--- src/rtl/pwm_sync_pkg.sv ---
package pwm_sync_pkg;

    localparam int unsigned CNT_W = 16;

    typedef logic [CNT_W-1:0] cnt_t;

    // Compare pair for one output: level rises at .rise, falls at .fall
    typedef struct packed {
        cnt_t rise;
        cnt_t fall;
    } edge_pair_t;

    // Next level of one output given the count it is looking at.
    // Falling match wins, so equal values keep the output low.
    function automatic logic edge_level(cnt_t c, edge_pair_t p, logic cur);
        if (c == p.fall) return 1'b0;
        if (c == p.rise) return 1'b1;
        return cur;
    endfunction

endpackage

--- src/rtl/pwm_timebase.sv ---
module pwm_timebase
    import pwm_sync_pkg::*;
#(
    parameter int unsigned PRE_W = 16
) (
    input  logic             clk,
    input  logic             rst,
    input  logic [PRE_W-1:0] prescale_i,
    input  cnt_t             per_sh_i,
    input  logic             once_i,
    input  logic             start_i,
    input  logic             sync_ext_i,
    output cnt_t             cnt_o,
    output logic             run_o,
    output logic             restart_o
);

    logic [PRE_W-1:0] pre_q;
    cnt_t             cnt_q;
    logic             run_q;
    logic             tick;
    logic             at_end;

    assign tick      = run_q && (pre_q >= prescale_i);
    assign at_end    = (cnt_q == per_sh_i);
    assign restart_o = start_i || sync_ext_i || (tick && at_end && !once_i);

    always_ff @(posedge clk) begin
        if (rst) begin
            pre_q <= '0;
            cnt_q <= '0;
            run_q <= 1'b0;
        end else if (restart_o) begin
            pre_q <= '0;
            cnt_q <= '0;
            run_q <= 1'b1;
        end else if (tick) begin
            pre_q <= '0;
            if (at_end) run_q <= 1'b0;      // run-once end, count held
            else        cnt_q <= cnt_q + 1'b1;
        end else if (run_q) begin
            pre_q <= pre_q + 1'b1;
        end
    end

    assign cnt_o = cnt_q;
    assign run_o = run_q;

    // count never passes the period held in the shadow bank
    assert_cnt_in_range_R2: assert property (@(posedge clk) disable iff (rst)
        cnt_q <= per_sh_i);

    // without tick or restart the counter holds its value
    assert_cnt_hold_R2: assert property (@(posedge clk) disable iff (rst)
        (!tick && !restart_o) |=> $stable(cnt_q));

endmodule

--- src/rtl/pwm_shadow_bank.sv ---
module pwm_shadow_bank
    import pwm_sync_pkg::*;
#(
    parameter int unsigned NUM_OUT = 6
) (
    input  logic                     clk,
    input  logic                     rst,
    input  cnt_t                     per_i,
    input  edge_pair_t [NUM_OUT-1:0] edges_i,
    input  logic                     req_set_i,
    input  logic                     slave_i,
    input  logic                     trans_en_in_i,
    input  logic                     restart_i,
    output cnt_t                     per_sh_o,
    output edge_pair_t [NUM_OUT-1:0] edges_sh_o,
    output logic                     load_o
);

    logic                     req_q;
    cnt_t                     per_q;
    edge_pair_t [NUM_OUT-1:0] edges_q;

    assign load_o = restart_i && (slave_i ? trans_en_in_i : req_q);

    always_ff @(posedge clk) begin
        if (rst) req_q <= 1'b0;
        else     req_q <= (req_q && !(restart_i && !slave_i)) || req_set_i;
    end

    always_ff @(posedge clk) begin
        if (rst)         per_q <= '0;
        else if (load_o) per_q <= per_i;
    end

    for (genvar g = 0; g < NUM_OUT; g++) begin : g_sh
        always_ff @(posedge clk) begin
            if (rst)         edges_q[g] <= '0;
            else if (load_o) edges_q[g] <= edges_i[g];
        end
    end

    assign per_sh_o   = per_q;
    assign edges_sh_o = edges_q;

    // shadows move only on a transfer
    assert_shadow_stable_R4: assert property (@(posedge clk) disable iff (rst)
        !load_o |=> ($stable(per_q) && $stable(edges_q)));

endmodule

--- src/rtl/pwm_edge_chan.sv ---
module pwm_edge_chan
    import pwm_sync_pkg::*;
(
    input  logic       clk,
    input  logic       rst,
    input  logic       run_i,
    input  cnt_t       cnt_i,
    input  edge_pair_t pair_i,
    input  logic       irq_rise_en_i,
    input  logic       irq_fall_en_i,
    output logic       out_o,
    output logic       irq_rise_o,
    output logic       irq_fall_o
);

    logic out_q, ir_q, if_q, nxt;

    assign nxt = run_i ? edge_level(cnt_i, pair_i, out_q) : 1'b0;

    always_ff @(posedge clk) begin
        if (rst) begin
            out_q <= 1'b0;
            ir_q  <= 1'b0;
            if_q  <= 1'b0;
        end else begin
            out_q <= nxt;
            ir_q  <= irq_rise_en_i && !out_q && nxt;
            if_q  <= irq_fall_en_i && out_q && !nxt;
        end
    end

    assign out_o      = out_q;
    assign irq_rise_o = ir_q;
    assign irq_fall_o = if_q;

    // equal compare values never let a low output rise
    assert_equal_low_R3: assert property (@(posedge clk) disable iff (rst)
        (pair_i.rise == pair_i.fall && !out_q) |=> !out_q);

    // interrupt pulses line up with real output edges
    assert_irq_rise_edge_R11: assert property (@(posedge clk) disable iff (rst)
        ir_q |-> (out_q && !$past(out_q)));
    assert_irq_fall_edge_R11: assert property (@(posedge clk) disable iff (rst)
        if_q |-> (!out_q && $past(out_q)));

endmodule

--- src/rtl/pwm_sync_shadow.sv ---
module pwm_sync_shadow
    import pwm_sync_pkg::*;
#(
    parameter int unsigned NUM_OUT = 6,
    parameter int unsigned PRE_W   = 16
) (
    input  logic                          clk,
    input  logic                          rst,
    input  logic                          start_i,
    input  logic                          once_i,
    input  logic                          slave_i,
    input  logic [PRE_W-1:0]              prescale_i,
    input  logic [CNT_W-1:0]              period_i,
    input  logic [NUM_OUT-1:0][CNT_W-1:0] rise_i,
    input  logic [NUM_OUT-1:0][CNT_W-1:0] fall_i,
    input  logic                          xfer_req_i,
    input  logic                          sync_in_i,
    input  logic                          trans_en_in_i,
    input  logic [NUM_OUT-1:0]            irq_rise_en_i,
    input  logic [NUM_OUT-1:0]            irq_fall_en_i,
    output logic [NUM_OUT-1:0]            pwm_o,
    output logic [NUM_OUT-1:0]            irq_rise_o,
    output logic [NUM_OUT-1:0]            irq_fall_o,
    output logic [CNT_W-1:0]              cnt_o,
    output logic                          sync_out_o,
    output logic                          trans_en_out_o
);

    cnt_t                     cnt, per_sh;
    logic                     running, restart, load;
    edge_pair_t [NUM_OUT-1:0] edges_in, edges_sh;
    logic                     sync_q, trans_q;

    for (genvar g = 0; g < NUM_OUT; g++) begin : g_pack
        assign edges_in[g] = '{rise: rise_i[g], fall: fall_i[g]};
    end

    pwm_timebase #(.PRE_W(PRE_W)) u_tb (
        .clk        (clk),
        .rst        (rst),
        .prescale_i (prescale_i),
        .per_sh_i   (per_sh),
        .once_i     (once_i),
        .start_i    (start_i),
        .sync_ext_i (slave_i && sync_in_i),
        .cnt_o      (cnt),
        .run_o      (running),
        .restart_o  (restart)
    );

    pwm_shadow_bank #(.NUM_OUT(NUM_OUT)) u_sh (
        .clk           (clk),
        .rst           (rst),
        .per_i         (period_i),
        .edges_i       (edges_in),
        .req_set_i     (xfer_req_i),
        .slave_i       (slave_i),
        .trans_en_in_i (trans_en_in_i),
        .restart_i     (restart),
        .per_sh_o      (per_sh),
        .edges_sh_o    (edges_sh),
        .load_o        (load)
    );

    for (genvar g = 0; g < NUM_OUT; g++) begin : g_ch
        pwm_edge_chan u_ch (
            .clk           (clk),
            .rst           (rst),
            .run_i         (running),
            .cnt_i         (cnt),
            .pair_i        (edges_sh[g]),
            .irq_rise_en_i (irq_rise_en_i[g]),
            .irq_fall_en_i (irq_fall_en_i[g]),
            .out_o         (pwm_o[g]),
            .irq_rise_o    (irq_rise_o[g]),
            .irq_fall_o    (irq_fall_o[g])
        );
    end

    always_ff @(posedge clk) begin
        if (rst) begin
            sync_q  <= 1'b0;
            trans_q <= 1'b0;
        end else begin
            sync_q  <= restart;
            trans_q <= load;
        end
    end

    assign sync_out_o     = sync_q;
    assign trans_en_out_o = trans_q;
    assign cnt_o          = cnt;

    // a transfer report always rides on a sync pulse
    assert_trans_with_sync_R7: assert property (@(posedge clk) disable iff (rst)
        trans_q |-> sync_q);

    // counter reads zero whenever the sync pulse is out
    assert_sync_at_zero_R6: assert property (@(posedge clk) disable iff (rst)
        sync_q |-> (cnt == '0));

    // a counter stopped for two cycles leaves every output low
    assert_stopped_low_R8: assert property (@(posedge clk) disable iff (rst)
        (!running && !$past(running)) |-> (pwm_o == '0));

endmodule

--- config.mk ---
export PLATFORM = sky130hd
export DESIGN_NAME = pwm_sync_shadow
export DESIGN_NICKNAME = d
export VERILOG_FILES = /design/src/rtl/pwm_sync_pkg.sv /design/src/rtl/pwm_timebase.sv /design/src/rtl/pwm_shadow_bank.sv /design/src/rtl/pwm_edge_chan.sv /design/src/rtl/pwm_sync_shadow.sv
export SDC_FILE = /design/constraint.sdc
export NUM_CORES = 1
export LEC_CHECK = 0
export BUFFER_PORTS_ARGS = -buffer_cell sky130_fd_sc_hd__buf_2
export CORE_MARGIN = 2
export CORE_UTILIZATION = 45
export CTS_CLUSTER_DIAMETER = 200
export DETAILED_ROUTE_END_ITERATION = 6
export GPL_ROUTABILITY_DRIVEN = 0
export MAX_ROUTING_LAYER = met4
export PLACE_DENSITY = 0.71
export SETUP_SLACK_MARGIN = 0.5
export SYNTH_ARGS = -nofsm -noshare
export SYNTH_HDL_FRONTEND = slang
export SYNTH_SLANG_ARGS = --single-unit
--- constraint.sdc ---
create_clock -name clk -period 3 [get_ports clk]
set_clock_uncertainty 0.2 [all_clocks]
set_input_delay 0.3 -clock clk [delete_from_list [all_inputs] [get_ports clk]]
set_output_delay 0.3 -clock clk [all_outputs]
set_load 0.03 [all_outputs]
==> metrics.md, run 1 <==
| Metric | Value |
|---|---|
| Pre-CTS setup slack | `between 0.015 and 0.02 ns` |
| Leakage power | `9.53 nW` |
| Synthesized cell area | `14,500 µm²` |
| Yosys cell types | `43` |
| Status | `finished, final reports clean` |
| Die area | `33,700 µm²` |
| CP startpoint | `u_tb.pre_q[0]$_SDFFE_PP0P_` |
| Sw Share | `0.254` |
| Sequential group share of total power | `0.424` |
| TritonRoute pass-1 iters | `5` |
| RSZ-0062 raised after global routing | `true` |
| CP required | `~3.3 ns` |
| Critical Path End Type | `register` |
| Antenna violations before repair | `1` |
| Seq/Total Area, Yosys | `0.362` |
| Clock Pin Slew Worst Setup and Hold Paths | `0.06 ns` |
| Post-Synthesis Cells | `around 1.5k` |
| Core area | `31,600 µm²` |
| Startpoint types | `register` |
| Min-delay src | `rst` |
| Met3 GRT Util | `0.0277` |
| Top cell by count, worst path | `buf_16` |
| Pint | `between 6 and 7 mW` |
| Max incr delay on CP | `0.42 ns` |
| Post-synth EDFFs | `0` |
| Final period util | `0.970` |
| Max VDD drop | `0.441 mV` |
| Worst-Margin Slew | `0.591 ns` |
| Met2 Track Usage GR | `0.456` |
| Wirelength per Cell | `18.9 µm` |
| GRT busiest layer | `met2` |
| Port Buf Inserts | `279` |
| Ratio of cells with drive above 1 in the final layout | `0.229` |
| Worst min path class | `primary input to register` |
| FFs w/ async S/R, synth | `0` |
| Max-Cap Viols | `0` |
| Total track usage | `0.272` |
| Ports | `280` |
| Clk pwr share | `0.403` |
| Maximum clock rate | `344 MHz` |
| CP arrival | `about 3.2 ns` |
| Area Growth Syn to Fin | `39.9%` |
| H-tree Lvls | `1` |
| Final WS setup | `0.0900 ns` |
| Final TNS setup | `0 ns` |
| # rows | `65` |
| Antenna Nets Post-Route | `0` |
| Yosys warnings | `0` |
| Via count | `12.6k` |
| Die Wd | `184 µm` |
| Synthesized area per cell | `9.53 µm²` |
| Slew Viols, Final | `0` |
| Hold WS | `0.0769 ns` |
| CP Cell Sequence | `inv_2 > ha_4 > nand2b_4 > a2111o_1 > a32o_2 > o311ai_4 > o221a_4 > buf_12 > buf_16 > buf_16 > mux2i_1` |
| Gr ovfl total | `0` |
| Delay-heaviest family, CP | `compound AO/OA/AOI/OAI gates` |
| CTS tree | `done` |
| Iteration-0 DRC Markers | `772` |
| WL final | `46,200 µm` |
| Synth Register Bits | `262` |
| PD cells | `approximately 440 nW/µm²` |
| Switching power | `2.27 mW` |
| Cts bufs inserted | `29` |
| Fin area | `a little over 20,000 µm²` |
| WP buf/inv | `4` |
| Global-route wire length before repair | `between 60,000 and 70,000 µm` |
| Root Buffer | `clkbuf_16` |
| Vias in the first global route | `13.1k` |
| Die H | `184 µm` |
| Slowest library cell on the worst path | `a2111o_1` |
| Slew margin rel. | `0.603` |
| Endpoints failing setup | `0` |
| Most frequent cells in the layout | `419 x nand2b_1, 278 x buf_2, 249 x dfxtp_1` |
| Min Tclk post-route | `2.91 ns` |
| Final #Nets | `~2.3k` |
| CTS max path bufs | `3` |
| DP HPWL | `about 26,000 µm` |
| Most common cell after layout, fill and taps aside | `nand2b_1` |
| Syn nets | `between 1.5k and 2k` |
| Starting Density | `0.458` |
| Clk sink count | `262` |
| Pin count of the biggest net entering global routing | `115` |
| Remaining DRCs | `0` |
| Crit Path Max Fanout | `8` |
| Met1 usage | `0.338` |
| Drt via density | `5.15` |
| Placed cell area | `16,100 µm²` |
| Main synth FF type | `dfxtp_1` |
| Worst R2R Start | `u_tb.pre_q[0]$_SDFFE_PP0P_` |
| Clk_lat worst skew | `0.57 ns` |
| Worst Setup Path Type | `register to register` |
| Final-report hold violation count | `0` |
| Combinational share of power | `0.173` |
==> stage by stage <==
step                instances  utilization  total power [mW]
finish                   2445        0.641              8.94
global route             2443        0.641              9.24
CTS                      2432        0.630              8.91
detailed placement       2123        0.509              5.02
global placement         2123        0.509              5.00
floorplan                1521            -              4.66
==> cell type report <==
class	instances	area, µm²
multi-input combinational	1111	8620
sequential	262	5270
inverter	21	78.8
tap	402	503
timing repair buffer	592	4850
clock buffer	46	850
fill	2411	11300
clock inverter	8	110
antenna	3	7.51
==> sequential cells by signal, indices dropped and copies added (netlist names), 6 cells and up <==
signal                cells
u_sh.per_sh_o            16
g_ch.u_ch.irq_fall_o      6
u_tb.cnt_o               16
g_ch.u_ch.irq_rise_o      6
u_sh.edges_sh_o         192
u_tb.pre_q               16
g_ch.u_ch.out_o           6
==> cells by family after synthesis <==
kind of cell | synth area share
adder cells (fa/ha/maj) | 0.0155
multiplexers | 0.146
XOR/XNOR | 0.135
buffers and inverters | 0.0620
AND/OR/NAND/NOR | 0.254
AO/OA/AOI/OAI | 0.0257
flip-flops | 0.362
==> Yosys cell counts, drive strengths merged (2+ instances only) <==
cell | n | area (µm²)
nand3 | 11 | 55.1
dfxtp | 262 | 5250
o21ai | 13 | 65.1
o31ai | 3 | 22.5
and4b | 12 | 120
and2 | 2 | 12.5
nand2 | 21 | 78.8
nor4 | 31 | 209
nor3 | 6 | 35.0
xnor2 | 121 | 1060
a21o | 2 | 15.0
nor2b | 2 | 12.5
and4 | 3 | 26.3
buf | 74 | 618
o21a | 6 | 45.0
clkbuf | 54 | 203
xor2 | 103 | 902
nand4 | 42 | 263
mux2i | 211 | 2110
ha | 18 | 225
nor2 | 32 | 120
inv | 21 | 78.8
nand2b | 420 | 2630
or3 | 11 | 68.8
or4 | 3 | 22.5
a21oi | 23 | 115
and3 | 5 | 31.3
==> per-layer routing <==
layer / wire length, µm / vias to the layer above
li1: - / 6005
met1: 19900 / 6003
met2: 22200 / 453
met3: 2170 / 126
met4: 1820 / 0
met5: 0 / -
==> worst paths after layout <==
kind / cells past startpoint / slack (ns) / to
setup reg to reg: 11 / 0.09 / u_sh.edges_sh_o[183]$_SDFFE_PP0P_
hold / removal: 2 / 0.08 / u_tb.run_o$_SDFFE_PP0P_
setup / recovery: 11 / 0.09 / u_sh.edges_sh_o[183]$_SDFFE_PP0P_
hold reg to reg: 2 / 0.29 / u_sh.edges_sh_o[110]$_SDFFE_PP0P_
==> what timing repair did <==
item,4_1_cts,5_1_grt
pin swaps,23,38
gates cloned,8,3
setup endpoints to repair,224,242
gates resized for setup,46,57
hold buffers,227,0
endpoints found under the hold margin,224,0
setup buffers,20,7
==> power groups by stage <==
stage / sequential [mW] / combinational, mW / clock [mW]
after detailed placement: 3.87 / 1.16 / 0
after global placement: 3.86 / 1.14 / 0
final: 3.79 / 1.55 / 3.61
after floorplan: 3.84 / 0.824 / 0
after CTS: 3.79 / 1.47 / 3.64
after global routing: 3.81 / 1.66 / 3.77
No activity file was read; power rests on OpenSTA's default activity.
==> run 2: changes to the inputs <==
--- a/config.mk
+++ b/config.mk
@@ -7,12 +7,13 @@
 export LEC_CHECK = 0
 export BUFFER_PORTS_ARGS = -buffer_cell sky130_fd_sc_hd__buf_2
 export CORE_MARGIN = 2
-export CORE_UTILIZATION = 45
+export CORE_UTILIZATION = 51
 export CTS_CLUSTER_DIAMETER = 200
 export DETAILED_ROUTE_END_ITERATION = 6
 export GPL_ROUTABILITY_DRIVEN = 0
 export MAX_ROUTING_LAYER = met4
-export PLACE_DENSITY = 0.71
+export PLACE_DENSITY = 0.78
+export RECOVER_POWER = 100
 export SETUP_SLACK_MARGIN = 0.5
 export SYNTH_ARGS = -nofsm -noshare
 export SYNTH_HDL_FRONTEND = slang
==> metrics.md, run 2 (synthesis results as in run 1) <==
| Metric | Value |
|---|---|
| Total track usage | `0.315 (+0.0434)` |
| Pin count of the biggest net entering global routing | `121 (+5.2%)` |
| Endpoints failing setup | `0 (unchanged)` |
| Clk pwr share | `0.408 (+0.005)` |
| Worst R2R Start | `u_tb.pre_q[0]$_SDFFE_PP0P_` |
| H-tree Lvls | `1 (unchanged)` |
| Sequential group share of total power | `0.423 (about the same)` |
| Util after Layout | `0.715 (+0.0733)` |
| Die H | `173 µm (-5.9%)` |
| Cts bufs inserted | `29 (unchanged)` |
| Crit Path Max Fanout | `10 (+2)` |
| R2R Path End | `u_sh.edges_sh_o[54]$_SDFFE_PP0P_` |
| Drt via density | `5.31 (+3.2%)` |
| Most common cell after layout, fill and taps aside | `nand2b_1` |
| CTS max path bufs | `3 (unchanged)` |
| Global-route wire length before repair | `72,500 µm (+3.8%)` |
| Final-report hold violation count | `0 (unchanged)` |
| WL final | `47,200 µm (+2.2%)` |
| Max-Cap Viols | `0 (unchanged)` |
| Maximum clock rate | `342 MHz (-0.48%)` |
| Slew Viols, Final | `0 (unchanged)` |
| Root Buffer | `clkbuf_16` |
| Max VDD drop | `0.540 mV (+22%)` |
| RSZ-0062 raised after global routing | `true` |
| Clk sink count | `262 (unchanged)` |
| FF-to-FF setup slack | `0.08 ns (about the same)` |
| CP Cell Sequence | `inv_2 > ha_4 > nand2b_1 > a2111o_1 > a32o_1 > o311ai_4 > o221a_4 > buf_12 > bufbuf_16 > mux2i_2` |
| Core area | `27,900 µm² (-12%)` |
| Min Tclk post-route | `2.92 ns (+0.0141 ns)` |
| Max reg flops | `192 (unchanged)` |
| Clock Pin Slew Worst Setup and Hold Paths | `0.06 ns (about the same)` |
| Worst-Margin Slew | `0.907 ns (+0.316 ns)` |
| Critical Path End Type | `register` |
| Slowest library cell on the worst path | `a2111o_1` |
| Final TNS setup | `0 ns (unchanged)` |
| Remaining DRCs | `0 (unchanged)` |
| Final period util | `0.975 (+0.00470)` |
| Pint | `6.73 mW (+0.80%)` |
| R2R cell count | `10 (-1)` |
| Hold Path Sink | `u_sh.req_q$_SDFF_PP0_` |
| TritonRoute pass-1 iters | `6 (+1)` |
| DP HPWL | `25,500 µm (-3.3%)` |
| Switching power | `2.25 mW (-0.79%)` |
| Worst min path class | `primary input to register` |
| Ports | `280 (unchanged)` |
| Combinational share of power | `0.169 (-0.004)` |
| Via count | `12.8k (+1.7%)` |
| Sw Share | `0.251 (-0.00300)` |
| Port Buf Inserts | `279 (unchanged)` |
| Most frequent cells in the layout | `420 x nand2b_1, 257 x buf_2, 254 x dfxtp_1` |
| CP arrival | `3.19 ns (about the same)` |
| Dpl cells | `2,093 (-1.4%)` |
| Antenna Nets Post-Route | `0 (unchanged)` |
| Hold WS | `0.169 ns (+0.0917 ns)` |
| CTS tree | `done` |
| Wirelength per Cell | `19.6 µm (+3.7%)` |
| Starting Density | `0.520 (+0.0622)` |
| Status | `finished, final reports clean` |
| PD cells | `451 nW/µm² (+2.3%)` |
| Leakage power | `9.36 nW (-1.8%)` |
| Max incr delay on CP | `0.39 ns (-0.03 ns)` |
| # rows | `61 (-6.2%)` |
| Filler Cells Inserted | `1,891 (-22%)` |
| Worst hold stages | `4 (+2)` |
| Gr ovfl total | `0 (unchanged)` |
| Clk_lat worst skew | `0.55 ns (-0.02 ns)` |
| Finished Layout Cells | `2,409 (-1.5%)` |
| Vias in the first global route | `13.4k (+2.5%)` |
| Die Wd | `173 µm (-5.9%)` |
| Ratio of cells with drive above 1 in the final layout | `0.197 (-0.0320)` |
| Min-delay src | `sync_in_i` |
| Startpoint types | `register` |
| Antenna violations before repair | `5 (+4)` |
| Iteration-0 DRC Markers | `993 (+29%)` |
| CP required | `3.27 ns (about the same)` |
| Area Growth Syn to Fin | `37.3%` |
| Final #Nets | `2,269 (-0.44%)` |
| Worst Setup Path Type | `register to register` |
| Die area | `29,800 µm² (-12%)` |
| Slew margin rel. | `0.395 (-0.207)` |
run 2: changes by cell type in the layout (fill, tap and decap cells not counted), sizes merged:
cell / change
dlygate4sd3: +1
clkbuf: +41
bufinv: +1
bufbuf: +5
diode: +2
buf: -62
run 2: power groups by stage:
| stage | Sequential [mW] | Clock (mW) | Combinational [mW] |
|---|---|---|---|
| floorplan | 3.84 | 0 | 0.824 |
| global placement | 3.86 | 0 | 1.12 |
| detailed placement | 3.87 | 0 | 1.14 |
| CTS | 3.79 | 3.69 | 1.47 |
| global route | 3.81 | 3.83 | 1.63 |
| finish | 3.80 | 3.66 | 1.52 |
run 2: final cells by class:
| type | count | area (µm²) | area share |
|---|---|---|---|
| multi-input cells | 1111 | 8460 | 0.425 |
| flip-flops and latches | 262 | 5260 | 0.264 |
| repair buffers | 582 | 4650 | 0.234 |
| clock buffers | 41 | 841 | 0.0422 |
| well taps | 378 | 473 | 0.0238 |
| clock inverters | 9 | 129 | 0.00647 |
| inverters | 21 | 78.8 | 0.00396 |
| diodes | 5 | 12.5 | 0.000629 |
run 2: what timing repair did:
item	in CTS	in global routing
endpoints found under the setup margin	224	241
setup buffers	19	5
endpoints found under the hold margin	224	0
hold buffers	228	0
pin swaps	19	5
gates cloned	8	1
gates resized for setup	36	18
run 2: per-stage QoR:
stage / setup WS, ns / cell area, µm² / power, mW
2_1_floorplan: 0.211 / 14500 / 4.66
3_3_place_gp: 0.0920 / 16100 / 4.98
3_5_place_dp: 0.0424 / 16100 / 5.01
4_1_cts: 0.151 / 19900 / 8.95
5_1_grt: 0.0166 / 19900 / 9.27
6_report: 0.0759 / 19900 / 8.98
run 2: worst max-delay path: cells and delay by family, from the launching register on:
kind                       cells  cell delay, ns
AOI/OAI and AO/OA              4            1.21
adders and majority gates      1            0.20
buffers and inverters          3            0.50
DFF                            1            0.35
muxes                          1            0.23
and+or+nand+nor                1            0.14
run 2: how the worst max path moves through the flow:
stage	startpoint	endpoint	slack [ns]	depth (start not counted)
floorplan	u_tb.pre_q[0]$_SDFFE_PP0P_	u_sh.edges_sh_o[0]$_SDFFE_PP0P_	0.21	11
global placement	prescale_i[0]	u_sh.edges_sh_o[34]$_SDFFE_PP0P_	0.09	10
detailed placement	prescale_i[0]	u_sh.edges_sh_o[10]$_SDFFE_PP0P_	0.04	10
CTS	u_tb.pre_q[0]$_SDFFE_PP0P_	u_sh.edges_sh_o[11]$_SDFFE_PP0P_	0.15	10
global route	u_tb.pre_q[0]$_SDFFE_PP0P_	u_sh.edges_sh_o[54]$_SDFFE_PP0P_	0.02	10
finish	u_tb.pre_q[0]$_SDFFE_PP0P_	u_sh.edges_sh_o[54]$_SDFFE_PP0P_	0.08	10
run 2: metal layers:
| layer | vias to the layer above | share of wire | global-route usage |
|---|---|---|---|
| met2 | 584 | 0.48 | 0.528 |
| met5 | - | 0 | - |
| met1 | 6044 | 0.40 | 0.377 |
| li1 | 5988 | - | - |
| met3 | 185 | 0.066 | 0.0413 |
| met4 | 0 | 0.053 | 0.144 |
